<file path="config.mk">
export PLATFORM = sky130hd
export DESIGN_NAME = gpib_acceptor
export DESIGN_NICKNAME = d
export VERILOG_FILES = /design/src/rtl/gpib_ah_pkg.sv /design/src/rtl/gpib_ah_ctrl.sv /design/src/rtl/gpib_ah_end_det.sv /design/src/rtl/gpib_ah_din.sv /design/src/rtl/gpib_acceptor.sv
export SDC_FILE = /design/constraint.sdc
export NUM_CORES = 1
export LEC_CHECK = 0
export BUFFER_PORTS_ARGS = -buffer_cell sky130_fd_sc_hd__buf_2
export CORE_ASPECT_RATIO = 1.2
export CORE_UTILIZATION = 43
export CTS_BUF_LIST = sky130_fd_sc_hd__clkbuf_8
export CTS_CLUSTER_DIAMETER = 150
export DETAILED_ROUTE_END_ITERATION = 16
export GPL_TIMING_DRIVEN = 0
export PLACE_DENSITY = 0.73
export SETUP_SLACK_MARGIN = 0.3
export SYNTH_ARGS = -nofsm -noshare
export SYNTH_HDL_FRONTEND = slang
export SYNTH_HIERARCHICAL = 1
export SYNTH_SLANG_ARGS = --single-unit
</file>
<file path="constraint.sdc">
create_clock -name clk_i -period 2.89 [get_ports clk_i]
set_clock_uncertainty 0.1 [all_clocks]
set_input_delay 0.1445 -clock clk_i [delete_from_list [all_inputs] [get_ports clk_i]]
set_output_delay 0.1445 -clock clk_i [all_outputs]
set_load 0.02 [all_outputs]
</file>
<file path="src/rtl/gpib_ah_pkg.sv">
package gpib_ah_pkg;
  typedef enum logic [1:0] {
    AH_READY  = 2'd0,
    AH_ACCEPT = 2'd1,
    AH_DONE   = 2'd2,
    AH_HOLD   = 2'd3
  } ah_state_e;
endpackage

</file>
<file path="src/rtl/gpib_ah_ctrl.sv">
module gpib_ah_ctrl
  import gpib_ah_pkg::*;
#(
  parameter int NDAC_DLY = 3
) (
  input  logic      clk_i,
  input  logic      rst_ni,
  input  logic      active_i,
  input  logic      dav_i,
  input  logic      atn_i,
  input  logic      release_ok_i,
  output logic      latch_o,
  output ah_state_e st_o
);
  localparam int CW = $clog2(NDAC_DLY + 1);

  ah_state_e st_q, st_d;
  logic [CW-1:0] cnt_q, cnt_d;
  logic atn_q;
  logic atn_rise;

  assign atn_rise = atn_i & ~atn_q;

  always_comb begin
    st_d    = st_q;
    cnt_d   = cnt_q;
    latch_o = 1'b0;
    if (!active_i) begin
      st_d = AH_READY;
    end else begin
      unique case (st_q)
        AH_READY: if (dav_i) begin
          latch_o = 1'b1;
          cnt_d   = '0;
          st_d    = AH_ACCEPT;
        end
        AH_ACCEPT: begin
          if (!dav_i) st_d = AH_HOLD;
          else if (cnt_q == CW'(NDAC_DLY - 1)) st_d = AH_DONE;
          else cnt_d = cnt_q + 1'b1;
        end
        // DAV release or a fresh ATN both pull NDAC back low
        AH_DONE: if (!dav_i || atn_rise) st_d = AH_HOLD;
        AH_HOLD: if (!dav_i && release_ok_i) st_d = AH_READY;
        default: st_d = AH_READY;
      endcase
    end
  end

  always_ff @(posedge clk_i or negedge rst_ni) begin
    if (!rst_ni) begin
      st_q  <= AH_READY;
      cnt_q <= '0;
      atn_q <= 1'b0;
    end else begin
      st_q  <= st_d;
      cnt_q <= cnt_d;
      atn_q <= atn_i;
    end
  end

  assign st_o = st_q;
endmodule

</file>
<file path="src/rtl/gpib_ah_end_det.sv">
module gpib_ah_end_det #(
  parameter int W = 8
) (
  input  logic [W-1:0] byte_i,
  input  logic [W-1:0] eos_byte_i,
  input  logic         eos_en_i,
  input  logic         eos_7bit_i,
  input  logic         nl_en_i,
  input  logic         eoi_i,
  input  logic         atn_i,
  output logic         end_o
);
  localparam logic [W-1:0] NL_CODE = W'(10);
  localparam logic [W-1:0] MASK7   = {1'b0, {(W-1){1'b1}}};

  logic [W-1:0] mask;
  logic eos_hit, nl_hit;

  assign mask    = eos_7bit_i ? MASK7 : '1;
  assign eos_hit = eos_en_i && ((byte_i & mask) == (eos_byte_i & mask));
  assign nl_hit  = nl_en_i && (byte_i == NL_CODE);
  // EOI with ATN is a poll, never end of message
  assign end_o   = ~atn_i & (eos_hit | nl_hit | eoi_i);
endmodule

</file>
<file path="src/rtl/gpib_ah_din.sv">
module gpib_ah_din #(
  parameter int W = 8
) (
  input  logic         clk_i,
  input  logic         rst_ni,
  input  logic         latch_i,
  input  logic [W-1:0] byte_i,
  input  logic         atn_i,
  input  logic         end_i,
  input  logic         rd_i,
  input  logic         din_ie_i,
  input  logic         dma_in_i,
  output logic [W-1:0] din_o,
  output logic         valid_o,
  output logic         end_o,
  output logic         cmd_o,
  output logic         irq_o,
  output logic         dma_req_o
);
  always_ff @(posedge clk_i or negedge rst_ni) begin
    if (!rst_ni) begin
      din_o   <= '0;
      valid_o <= 1'b0;
      end_o   <= 1'b0;
      cmd_o   <= 1'b0;
      irq_o   <= 1'b0;
    end else begin
      irq_o <= 1'b0;
      if (latch_i) begin
        din_o   <= byte_i;
        valid_o <= 1'b1;
        end_o   <= end_i;
        cmd_o   <= atn_i;
        irq_o   <= din_ie_i & ~dma_in_i;
      end else if (rd_i) begin
        valid_o <= 1'b0;
      end
    end
  end

  assign dma_req_o = valid_o & dma_in_i & ~cmd_o;
endmodule

</file>
<file path="src/rtl/gpib_acceptor.sv">
module gpib_acceptor
  import gpib_ah_pkg::*;
#(
  parameter int W        = 8,
  parameter int NDAC_DLY = 3
) (
  input  logic         clk_i,
  input  logic         rst_ni,
  input  logic         listen_i,
  input  logic         dav_ni,
  input  logic         atn_ni,
  input  logic         eoi_ni,
  input  logic [W-1:0] dio_ni,
  output logic         nrfd_no,
  output logic         ndac_no,
  input  logic         rd_i,
  input  logic         holdoff_i,
  input  logic [W-1:0] eos_byte_i,
  input  logic         eos_en_i,
  input  logic         eos_7bit_i,
  input  logic         nl_en_i,
  input  logic         din_ie_i,
  input  logic         dma_in_i,
  output logic [W-1:0] din_o,
  output logic         din_valid_o,
  output logic         end_o,
  output logic         cmd_o,
  output logic         din_irq_o,
  output logic         dma_req_o
);
  logic         atn, active, latch, end_now, release_ok;
  logic [W-1:0] bus_byte;
  ah_state_e    st;

  assign atn      = ~atn_ni;
  assign active   = listen_i | atn;
  assign bus_byte = ~dio_ni;
  // command bytes need no read before release
  assign release_ok = (~din_valid_o | rd_i | cmd_o) & ~holdoff_i;

  gpib_ah_ctrl #(.NDAC_DLY(NDAC_DLY)) u_ctrl (
    .clk_i        (clk_i),
    .rst_ni       (rst_ni),
    .active_i     (active),
    .dav_i        (~dav_ni),
    .atn_i        (atn),
    .release_ok_i (release_ok),
    .latch_o      (latch),
    .st_o         (st)
  );

  gpib_ah_end_det #(.W(W)) u_end (
    .byte_i     (bus_byte),
    .eos_byte_i (eos_byte_i),
    .eos_en_i   (eos_en_i),
    .eos_7bit_i (eos_7bit_i),
    .nl_en_i    (nl_en_i),
    .eoi_i      (~eoi_ni),
    .atn_i      (atn),
    .end_o      (end_now)
  );

  gpib_ah_din #(.W(W)) u_din (
    .clk_i     (clk_i),
    .rst_ni    (rst_ni),
    .latch_i   (latch),
    .byte_i    (bus_byte),
    .atn_i     (atn),
    .end_i     (end_now),
    .rd_i      (rd_i),
    .din_ie_i  (din_ie_i),
    .dma_in_i  (dma_in_i),
    .din_o     (din_o),
    .valid_o   (din_valid_o),
    .end_o     (end_o),
    .cmd_o     (cmd_o),
    .irq_o     (din_irq_o),
    .dma_req_o (dma_req_o)
  );

  assign nrfd_no = ~active | (st == AH_READY);
  assign ndac_no = ~active | (st == AH_DONE);
endmodule

</file>
; Yosys cells after proc, flatten, opt, wreduce, memory -nomap -nowiden
; Index checks and enable logic that the tools add are counted.
[word_totals]
reg_bits = 17
in_bits = 29
[op_classes]
addsub = 1
n_eq_ne = 13
mux = 18
bitwise = 24
reduce_logical = 9
[ops]
columns = operator, n
row1 = 2-to-1 mux 2 bit, 9
row2 = AND 8 bit, 2
row3 = "== test 8 x 4 -> 1 bit, second input constant", 1
row4 = == test 8 bit, 1
row5 = 2-to-1 mux 8 bit, 1
row6 = NOT 1 bit, 8
row7 = NOT 8 bit, 1
row8 = one-hot mux 2 bit (4 select lines), 1
row9 = bitwise OR 1 bit, 7
row10 = AND 1 bit, 6
row11 = "== test 2 bit, second input constant", 3
row12 = 2-to-1 mux 1 bit, 6
row13 = "inequality test 2 bit, second input constant", 3
row14 = "inequality test 3 x 2 -> 1 bit, second input constant", 2
row15 = AND reduction 5 bit, 1
row16 = "inequality test 4 x 3 -> 1 bit, second input constant", 1
row17 = one-hot mux 2 bit (2 select lines), 1
row18 = AND reduction 4 bit, 1
row19 = nonzero test 2 bit, 2
row20 = logical AND 1 bit, 3
row21 = "inequality test 3 bit, second input constant", 1
row22 = "adder 2 x 1 -> 2 bit, second input constant", 1
row23 = "== test 2 x 1 -> 1 bit, second input constant", 1
row24 = logical NOT 2 bit, 1
row25 = logical OR 1 bit, 1

; Logic depth before layout (Yosys ltp)
; Gate-level depths: netlist (run 1).
[logic_depth]
depth_word = 8
depth_mapped = 6
mapped_depth_nobuf = 6

; Cells and area by module
; Netlist (run 1), hierarchy kept.
[by_module_without_submodules]
columns = mod, n_inst, cells_each, area_per_inst_um2, seq_area_each_um2
row1 = gpib_ah_din, 1, 29, 481.7, 300.3
row2 = gpib_ah_ctrl, 1, 37, 360.3, 125.1
row3 = gpib_ah_end_det, 1, 15, 127.6, 0.0
row4 = gpib_acceptor, 1, 17, 92.6, 0.0

; Worst setup path after synthesis (run 1)
; No wires, ideal clock.
[synth_path]
path_type = register to register
start = register u_ctrl.st_q[0] (netlist: u_ctrl/st_o[0])
end = register u_din.cmd_o
setup_time_ns = 0.125
arrival_ns = 1.437
required_time_ns = 2.665
slack_ns = 1.228
stages_incl_launch_ff = 6
n_path_buf = 1
synth_period_minus_slack_ns = 1.662
cell_sequence = dfrtp_1 > inv_1 > ha_1 > and3_1 > buf_6 > mux2_4
[synth_via]
elab_chain_cells = 3
[synth_rtl]
columns = item, line_no
row1 = start: declaration, gpib_ah_ctrl.sv:17  ; ah_state_e st_q, st_d;
row2 = start signal: assignment, gpib_ah_ctrl.sv:56  ; st_q <= st_d;
row3 = logical NOT 2 bit, gpib_ah_ctrl.sv:31  ; unique case (st_q)
row4 = 2-to-1 mux 1 bit, gpib_ah_ctrl.sv:31
row5 = 2-to-1 mux 1 bit, gpib_ah_ctrl.sv:28  ; if (!active_i) begin
row6 = named net latch, gpib_acceptor.sv:31  ; logic atn, active, latch, end_now, release_ok;
row7 = end signal: assignment, gpib_ah_din.sv:33  ; cmd_o <= atn_i;
row8 = end: declaration, gpib_ah_din.sv:16  ; output logic cmd_o,
; The timed path passes the listed nets, and every way through them passes these cells.
; A chain may end at the register's enable or synchronous reset.

; Worst setup path in the final report (run 1)
[layout_path]
start = register u_ctrl.st_q[1] (netlist: u_ctrl/st_o[1])
end = register u_din.din_o[2]
[layout_via]
elab_chain_cells = 3
[layout_rtl]
columns = item, line_no
row1 = logical NOT 2 bit, gpib_ah_ctrl.sv:31
row2 = 2-to-1 mux 1 bit, gpib_ah_ctrl.sv:31
row3 = 2-to-1 mux 1 bit, gpib_ah_ctrl.sv:28
row4 = named net latch, gpib_acceptor.sv:31
row5 = end signal: assignment, gpib_ah_din.sv:30  ; din_o <= byte_i;
row6 = end: declaration, gpib_ah_din.sv:13  ; output logic [W-1:0] din_o,
; The timed path passes the listed nets, and every way through them passes these cells.

==> flow_metrics.py, run 1 <==
metrics = {
    "cells_and_area": {
        "drive_gt1_share_pct": 45.6,
        "n_fill_cell": 211,
        "diodes": 0,
        "design_area_um2": 1380,
        "area_delta_synth_final_pct": 30.2,
        "nets": 183,
    },
    "worst_hold_path": {
        "hold_path_depth": 3,
        "holdCritPathClass": "input port to flop",
        "hp-start": "din_ie_i",
        "worst_hold_path.endpoint": "u_din/irq_o",
    },
    "setup_path": {
        "reg2reg_depth": 5,
        "crit_fanout": 10,
        "worst-endpoint-required_ns": 2.92,
        "critical_path_class": "flop to flop",
        "reg2reg_slack_ns": 1.06,
        "worstPathArrival_ns": 1.85,
        "r2r_start": "u_ctrl/st_o[1]",
        "regToRegEndpoint": "u_din/din_o[2]",
        "worstSetupStartpointType": "flop",
        "worstSetupStartpoint": "u_ctrl/st_o[1]",
        "critPathCaptureType": "flop",
    },
    "synthesis": {
        "yosysMostFrequentCell": "inv_1",
        "ys_seq_area_share_pct": 40.0,
        "synth_ff_type": "dfrtp_1",
        "yosys-top-cells-count": "19 x inv_1, 17 x dfrtp_1, 8 x mux2_4",
        "synth_edf_count": 0,
        "syn_area_per_cell_um2": 10.8,
        "netlist_area_um2": 1060,
        "ys_async_sr_fraction_pct": 100,
        "synth_top_area_cell": "dfrtp_1",
        "synth_nets": 133,
        "postSynthCellCount": 98,
        "synth_area_leaders": "dfrtp_1 40%, mux2_4 11%, ha_1 7.1%, inv_1 6.7%, xnor2_1 5.8%",
        "ys_warn_count": 6,
        "synth_top_area_share_pct": 40.0,
        "ys_ff_latch": 17,
        "yosysUniqueCellTypes": 30,
    },
    "drt": {
        "dr.pass1.iters": 4,
        "vias": 863,
        "viasPerCell": 4.85,
        "totalWireLength_mm": 2.04,
        "routedWlPerCell_um": 11.5,
        "drc": 0,
        "ant_nets": 0,
        "drtIter0Drc": 9,
    },
    "placement": {
        "hpwl_mm": 1.61,
        "port_buffers": 43,
        "dp_slack_ns": 1.08,
        "place.gp.congestion": 0.788,
        "dpl_cell_area_um2": 1320,
    },
    "floorplanning": {
        "fp.dieH_um": 56.4,
        "initial_core_util_pct": 46.1,
        "die_w_um": 47.4,
        "ios": 44,
        "coreArea_um2": 2310,
        "rows": 19,
        "dieArea_um2": 2670,
    },
    "cts": {
        "root_buffer": "clkbuf_8",
        "ctsHoldBuffers": 2,
        "cts_buffers": 3,
        "clkLatencyLatePin_ns": 0.24,
        "cts-resized-gates": 0,
        "cts_tree": "yes",
        "cts_setup_buffers": 0,
        "clk_path_buf_depth": 2,
        "h-tree-depth": 1,
        "numClockSinks": 17,
        "clk_pin_slew_ns": 0.07,
    },
    "power_and_ir_drop": {
        "p_leak_uw": 0.000724,
        "p_total_uw": 1200,
        "p_per_area_nw_per_um2": 864,
        "ir_drop_v": 0.000499,
    },
    "global_routing": {
        "antenna_found_initial": 0,
        "grt_pass1_vias": 826,
        "track_usage_pct": 17.2,
        "grt_max_degree": 18,
        "grt_overflow": 0,
        "grt_pass1_wl_mm": 3.41,
    },
    "outcome": {
        "status": "complete, no violations",
    },
    "sta": {
        "rsz0062_at_grt": "no",
        "slew_headroom_pct": 74.6,
        "hold_viol_final": 0,
        "post-route-min-period_ns": 1.83,
        "tns_ns": 0,
        "drv_slew": 0,
        "fin_crit_sh_pct": 63.3,
        "setup_viol": 0,
        "fin_ws_ns": 1.06,
        "fmax_ghz": 0.547,
        "worst_slew_pin_slew_ns": 0.381,
    },
    "run": {
        "maxCapViolCount": 0,
    },
}
## power by group
| group | internal [uW] | switching (uW) |
|---|---|---|
| Combinational | 289 | 317 |
| Clock | 95.3 | 74.0 |
| Sequential | 340 | 80.5 |
## layout by cell type (no fill, tap or decap), types with 2 or more instances in the layout
| cell | netlist | routed |
|---|---|---|
| buf_2 | 0 | 43 |
| clkbuf_8 | 0 | 3 |
| dfrtp_1 | 17 | 17 |
| dlygate4sd3_1 | 0 | 2 |
| ha_1 | 6 | 6 |
| inv_1 | 19 | 19 |
| mux2_2 | 2 | 2 |
| mux2_4 | 8 | 8 |
| mux2i_1 | 2 | 2 |
| nand2_1 | 5 | 5 |
| nand3b_1 | 2 | 2 |
| nor2_1 | 3 | 3 |
| nor3b_1 | 2 | 2 |
| o211ai_1 | 2 | 2 |
| o21ai_0 | 4 | 4 |
| o21ai_2 | 3 | 3 |
| xnor2_1 | 7 | 7 |
## worst max-delay path by stage
stage / endpoint / slack, ns / cells after the start
2_1_floorplan: u_din/cmd_o / 1.23 / 5
3_3_place_gp: u_din/din_o[4] / 1.10 / 5
3_5_place_dp: u_din/din_o[2] / 1.08 / 5
6_report: u_din/din_o[2] / 1.06 / 5
5_1_grt: u_din/din_o[7] / 0.96 / 5
4_1_cts: u_din/din_o[2] / 1.07 / 5
## kinds of logic (layout without fill, tap and decap cells)
group	after synthesis	count (layout)	synth area share, %
mux	12	12	15.3
flops	17	17	40.0
xor+xnor	8	8	6.60
compound gates	15	15	11.1
fa+ha+maj	6	6	7.07
buf+inv	20	69	7.77
simple gates	20	20	12.1
## state kept, by name, indices dropped and copies added, names as in the netlist
signal / flops
u_din/din_o: 8
u_ctrl/cnt_q: 2
u_ctrl/st_o: 2
u_ctrl/atn_q: 1
u_din/cmd_o: 1
u_din/end_o: 1
u_din/irq_o: 1
u_din/valid_o: 1
## worst max-delay path, cell delays in order, from the launching register on
cell	delay [ns]
dfrtp_1	0.45
inv_1	0.15
ha_1	0.21
and3_1	0.28
buf_6	0.21
mux2_4	0.31
## routing by layer
metal	vias to the layer above	global-route usage, %	wire length, um
met3	0	2.89	91
met2	32	28.8	1060
met1	408	22.7	889
li1	423	-	-
met4	0	3.67	0
met5	-	0	0
## stage by stage
step                      util [%]  hold WS (ns)  std cells
after floorplan                  -        -0.251         98
after global placement        57.1       -0.0192        172
after detailed placement      57.1       -0.0178        172
after CTS                     60.0        0.0123        178
after global routing          60.0        0.0226        178
final                         60.0        0.0124        178
## final cells by class
cell class	instances	area, um^2	share of cell area [%]
Timing Repair Buffer	45	235	17.0
Inverter	19	71.3	5.16
Clock inverter	1	5.00	0.362
Tap cell	31	38.8	2.81
Clock buffer	3	41.3	2.99
Buffer	1	11.3	0.814
Sequential cell	17	425	30.8
Multi-Input combinational cell	61	554	40.1
No activity file was read; power rests on OpenSTA's default activity.
==> run 2, diff against run 1 <==
PLACE_DENSITY = 0.76   (was 0.73)
clock period = 1.5 ns   (was 2.89 ns; I/O delays follow)
==> run 2 against run 1 <==
Against the previous run: critical path depth stayed put; maximum frequency is 17% higher; sequential share of layout area is 4.6 points lower; setup slack worse by 1.1 ns; first-iteration DRC count is 56% lower; combinational power grew to 2.9 times the previous value; power is 140% higher; global-route usage is 2.5 points higher; highest routed layer is now met4; the flow now finishes with violations (negative setup slack); count of clock-buffer cells in the layout stayed put; utilization is 11 points higher; die area stayed put; worst hold slack better by 0.0022 ns.
==> flow_metrics.py, run 2 (synthesis results as in run 1) <==
metrics = {
    "outcome": {
        "status": "complete, but fails checks",
        "violations": "negative setup slack",
    },
    "floorplanning": {
        "dieArea_um2": 2670,
        "rows": 19,
        "ios": 44,
        "initial_core_util_pct": 46.1,
        "coreArea_um2": 2310,
        "fp.dieH_um": 56.4,
        "die_w_um": 47.4,
    },
    "setup_path": {
        "cp_cell_sequence": "inv_4 > ha_4 > and3_4 > clkbuf_16 > mux2_4",
        "critical_path_class": "flop to flop",
        "reg2reg_depth": 5,
        "crit_family": "flip-flops",
        "critPathBufInv": 2,
        "reg2reg_slack_ns": -0.06,
        "worst_path_largest_cell_delay_ns": 0.43,
        "critPathCaptureType": "flop",
        "crit_fanout": 5,
        "worstPathArrival_ns": 1.60,
        "path_depth": 5,
        "worstSetupStartpointType": "flop",
        "worst-endpoint-required_ns": 1.53,
        "cpMaxStageDelayCell": "dfrtp_2",
    },
    "cells_and_area": {
        "finalNonFillerCells": 192,
        "layout_commonest_cell": "buf_2",
        "diodes": 0,
        "layout_common_cells": "40 x buf_2, 18 x inv_1, 15 x dfrtp_1",
        "largest_register": "u_din/din_o",
        "area_delta_synth_final_pct": 53.9,
        "largest_reg_flops": 8,
        "drive_gt1_share_pct": 55.3,
        "nets": 197,
        "design_area_um2": 1640,
    },
    "global_routing": {
        "grt_overflow": 0,
        "track_usage_pct": 19.7,
        "grt_max_degree": 18,
        "grt_pass1_wl_mm": 3.71,
        "antenna_found_initial": 0,
        "grt_pass1_vias": 854,
    },
    "cts": {
        "h-tree-depth": 1,
        "clkLatencyLatePin_ns": 0.25,
        "clk_path_buf_depth": 2,
        "cts_buffers": 3,
        "clk_pin_slew_ns": 0.06,
        "root_buffer": "clkbuf_8",
        "numClockSinks": 17,
        "cts_tree": "yes",
    },
    "sta": {
        "fmax_ghz": 0.640,
        "slew_headroom_pct": 75.2,
        "setup_viol": 9,
        "post-route-min-period_ns": 1.56,
        "fin_ws_ns": -0.0621,
        "fin_crit_sh_pct": 104,
        "drv_slew": 0,
        "hold_viol_final": 0,
        "rsz0062_at_grt": "yes",
        "worst_slew_pin_slew_ns": 0.371,
    },
    "placement": {
        "dpl_cell_area_um2": 1340,
        "port_buffers": 43,
        "dp.cells": 172,
        "hpwl_mm": 1.65,
        "place.gp.congestion": 0.757,
        "dp_slack_ns": -0.138,
    },
    "drt": {
        "ant_nets": 0,
        "drc": 0,
        "vias": 928,
        "drtIter0Drc": 4,
        "viasPerCell": 4.83,
        "routedWlPerCell_um": 12.6,
        "totalWireLength_mm": 2.43,
        "dr.pass1.iters": 4,
    },
    "run": {
        "maxCapViolCount": 0,
    },
    "power_and_ir_drop": {
        "p_per_area_nw_per_um2": 1770,
        "p_leak_uw": 0.000826,
        "ir_drop_v": 0.00122,
    },
    "worst_hold_path": {
        "holdCritPathClass": "input port to flop",
        "hold_path_depth": 3,
    },
}
==> run 2: cell count changes in the layout (fill, tap and decap cells not counted), sizes merged <==
cell / change
inv: +1
buf: +12
clkinv: -1
dlygate4sd3: +1
clkbuf: +1
==> run 2: routing by layer <==
metal | part of all wire [%] | track usage, % | wire (um)
met1 | 42 | 24.9 | 1020
met3 | 4.7 | 2.57 | 114
met5 | 0 | 0 | 0
met4 | 2.9 | 12.2 | 70
met2 | 51 | 30.5 | 1230
==> run 2: final timing paths <==
check,startpoint,endpoint
max,u_ctrl/st_o[1],u_din/din_o[2]
min,rd_i,u_din/valid_o
max reg2reg,u_ctrl/st_o[1],u_din/din_o[2]
min reg2reg,u_din/din_o[4],u_din/din_o[4]
max in group asynchronous,rst_ni,u_ctrl/st_o[0]
min in group asynchronous,rst_ni,u_din/din_o[0]
==> run 2: repair_timing <==
item,4_1_cts,5_1_grt
hold buffers,3,0
pin swaps,8,4
endpoints found under the setup margin,18,19
resized for setup,19,6
setup buffers,11,1
endpoints found under the hold margin,18,0
gates cloned,0,1
==> run 2: metrics by stage <==
step / hold WS, ns / utilization [%] / power [uW] / TNS (ns)
floorplan: -0.321 / - / 1700 / -0.250
global placement: -0.0877 / 58.1 / 2000 / -0.988
detailed placement: -0.0849 / 58.1 / 2050 / -1.24
CTS: 0.00615 / 69.0 / 2800 / -0.178
global route: 0.0184 / 70.9 / 3060 / -0.816
finish: 0.0146 / 70.9 / 2890 / -0.345
==> run 2: report_power, final <==
part	internal, uW	leakage, uW	switching, uW
registers	661	0.000207	141
clock network	181	0.0000269	143
logic	960	0.000592	806
total	1800	0.000826	1090
==> run 2: tightest hold or removal path, stage by stage <==
cell,delay (ns)
buf_2,0.11
inv_1,0.04
a21o_2,0.11
==> run 2: layout make-up <==
class                           count  area [um^2]
Fill cell                         168          671
Multi-Input combinational cell     61          614
Sequential cell                    17          428
Timing Repair Buffer               59          415
Inverter                           19         73.8
Clock buffer                        3         41.3
Tap cell                           31         38.8
Buffer                              1         20.0
Clock inverter                      1         3.75
==> run 3, diff against run 2 <==
CORE_UTILIZATION = 42   (was 43)
CTS_BUF_LIST = sky130_fd_sc_hd__clkbuf_8 sky130_fd_sc_hd__clkbuf_16   (was sky130_fd_sc_hd__clkbuf_8)
PLACE_DENSITY = 0.74   (was 0.76)
==> run 3 against run 2 <==
Against the previous run: the run still ends with negative setup slack left; clock power grew 4%; worst hold slack worse by 0.0030 ns; cell area fell by 5.5%; utilization decreased by 4.6 points; routed wire length shrank 2.6%; global-route usage is 0.15 points lower; power decreased by 7.5%; flip-flop and latch count unchanged; largest cell class unchanged; largest power group unchanged.
==> flow_metrics.py, run 3 (synthesis results as in run 1) <==
metrics = {
    "drt": {
        "drtIter0Drc": 12,
        "ant_nets": 0,
        "routedWlPerCell_um": 12.5,
        "drc": 0,
        "dr.pass1.iters": 4,
        "viasPerCell": 4.80,
        "totalWireLength_mm": 2.36,
        "vias": 907,
    },
    "cts": {
        "clkLatencyLatePin_ns": 0.26,
        "cts_buffers": 3,
        "clk_path_buf_depth": 2,
        "h-tree-depth": 1,
        "root_buffer": "clkbuf_8",
        "clk_pin_slew_ns": 0.06,
        "numClockSinks": 17,
        "cts_tree": "yes",
    },
    "cells_and_area": {
        "drive_gt1_share_pct": 53.2,
        "layout_common_cells": "40 x buf_2, 18 x inv_1, 15 x dfrtp_1",
        "design_area_um2": 1550,
        "layout_commonest_cell": "buf_2",
        "n_fill_cell": 206,
        "diodes": 0,
        "largest_register": "u_din/din_o",
        "area_delta_synth_final_pct": 45.5,
        "nets": 194,
        "largest_reg_flops": 8,
        "finalNonFillerCells": 189,
        "fin_util_pct": 66.3,
    },
    "placement": {
        "port_buffers": 43,
        "dp.cells": 172,
        "dp_slack_ns": -0.144,
        "dpl_cell_area_um2": 1340,
        "place.gp.congestion": 0.861,
        "hpwl_mm": 1.61,
    },
    "worst_hold_path": {
        "holdCritPathClass": "input port to flop",
    },
    "sta": {
        "hold_viol_final": 0,
        "rsz0062_at_grt": "yes",
        "fmax_ghz": 0.650,
        "tns_ns": -0.282,
        "fin_crit_sh_pct": 102,
        "worst_slew_pin_slew_ns": 0.369,
        "post-route-min-period_ns": 1.54,
        "setup_viol": 11,
        "drv_slew": 0,
        "fin_ws_ns": -0.0374,
        "slew_headroom_pct": 75.4,
    },
    "floorplanning": {
        "fp.dieH_um": 57.1,
        "rows": 19,
        "die_w_um": 47.9,
        "dieArea_um2": 2740,
        "initial_core_util_pct": 45.6,
        "ios": 44,
        "coreArea_um2": 2330,
    },
    "global_routing": {
        "grt_max_degree": 18,
        "antenna_found_initial": 0,
        "grt_pass1_wl_mm": 3.71,
        "grt_overflow": 0,
        "grt_pass1_vias": 842,
        "track_usage_pct": 19.6,
    },
    "power_and_ir_drop": {
        "p_per_area_nw_per_um2": 1730,
        "ir_drop_v": 0.00126,
        "p_leak_uw": 0.000798,
    },
    "setup_path": {
        "crit_end": "u_din/din_o[4]",
        "worst-endpoint-required_ns": 1.54,
        "worstPathArrival_ns": 1.58,
        "worstSetupStartpointType": "flop",
        "r2r_start": "u_ctrl/st_o[0]",
        "critPathCaptureType": "flop",
        "reg2reg_depth": 5,
        "critical_path_class": "flop to flop",
        "worstSetupStartpoint": "u_ctrl/st_o[0]",
        "crit_fanout": 9,
        "regToRegEndpoint": "u_din/din_o[4]",
        "reg2reg_slack_ns": -0.04,
    },
    "outcome": {
        "status": "complete, but fails checks",
        "violations": "negative setup slack",
    },
    "run": {
        "maxCapViolCount": 0,
    },
}
-- run 3: cell count changes in the layout (fill, tap and decap cells not counted), moves of 2 or more --
cell     delta
buf_12      -2
buf_6       -2
ha_4        -2
o21ai_0     +2
o21ai_1     -2
-- run 3: where the power goes --
group          switching, uW  leakage, uW  total [uW]  internal [uW]
clock network            154    0.0000269         336            182
registers                152     0.000207         813            661
logic                    728     0.000564        1530            799
-- run 3: worst min path at each step --
stage	cells after the start	to	from	slack, ns
5_1_grt	3	u_din/valid_o	rd_i	0.02
3_3_place_gp	1	u_din/irq_o	rst_ni	-0.09
2_1_floorplan	0	u_ctrl/atn_q	rst_ni	-0.32
3_5_place_dp	1	u_ctrl/cnt_q[0]	rst_ni	-0.08
6_report	3	u_din/valid_o	rd_i	0.01
4_1_cts	3	u_din/valid_o	rd_i	0.008
-- run 3: repair_timing --
item | CTS | global route
endpoints found under the setup margin | 18 | 19
pin swaps | 3 | 4
gates resized for setup | 12 | 7
hold buffers | 4 | 0
endpoints found under the hold margin | 19 | 0
setup buffers | 9 | 0
-- run 3: metal layers --
metal	up-vias	global-route usage, %	share of wire, %
met5	-	0	0
met4	0	10.7	2.4
met3	5	2.53	5.7
met2	45	31.5	49
met1	409	24.4	42
li1	448	-	-
-- run 3: stage by stage --
step	hold slack (ns)	power [uW]
global route	0.0233	2840
floorplan	-0.321	1700
finish	0.0116	2680
CTS	0.00842	2620
global placement	-0.0886	2000
detailed placement	-0.0790	2050
-- run 3: layout make-up --
cell class / count / area, um^2 / area share, %
Multi-Input combinational cell: 61 / 592 / 38.3
Inverter: 19 / 73.8 / 4.78
Clock inverter: 1 / 3.75 / 0.243
Sequential cell: 17 / 428 / 27.7
Timing Repair Buffer: 56 / 348 / 22.5
Buffer: 1 / 20.0 / 1.30
Clock buffer: 3 / 41.3 / 2.67
Tap cell: 31 / 38.8 / 2.51
-- run 3: worst max-delay path: stages (launching register included) --
cell	delay, ns
dfrtp_2	0.44
inv_2	0.09
ha_4	0.13
and3_4	0.22
buf_12	0.14
mux2_4	0.30
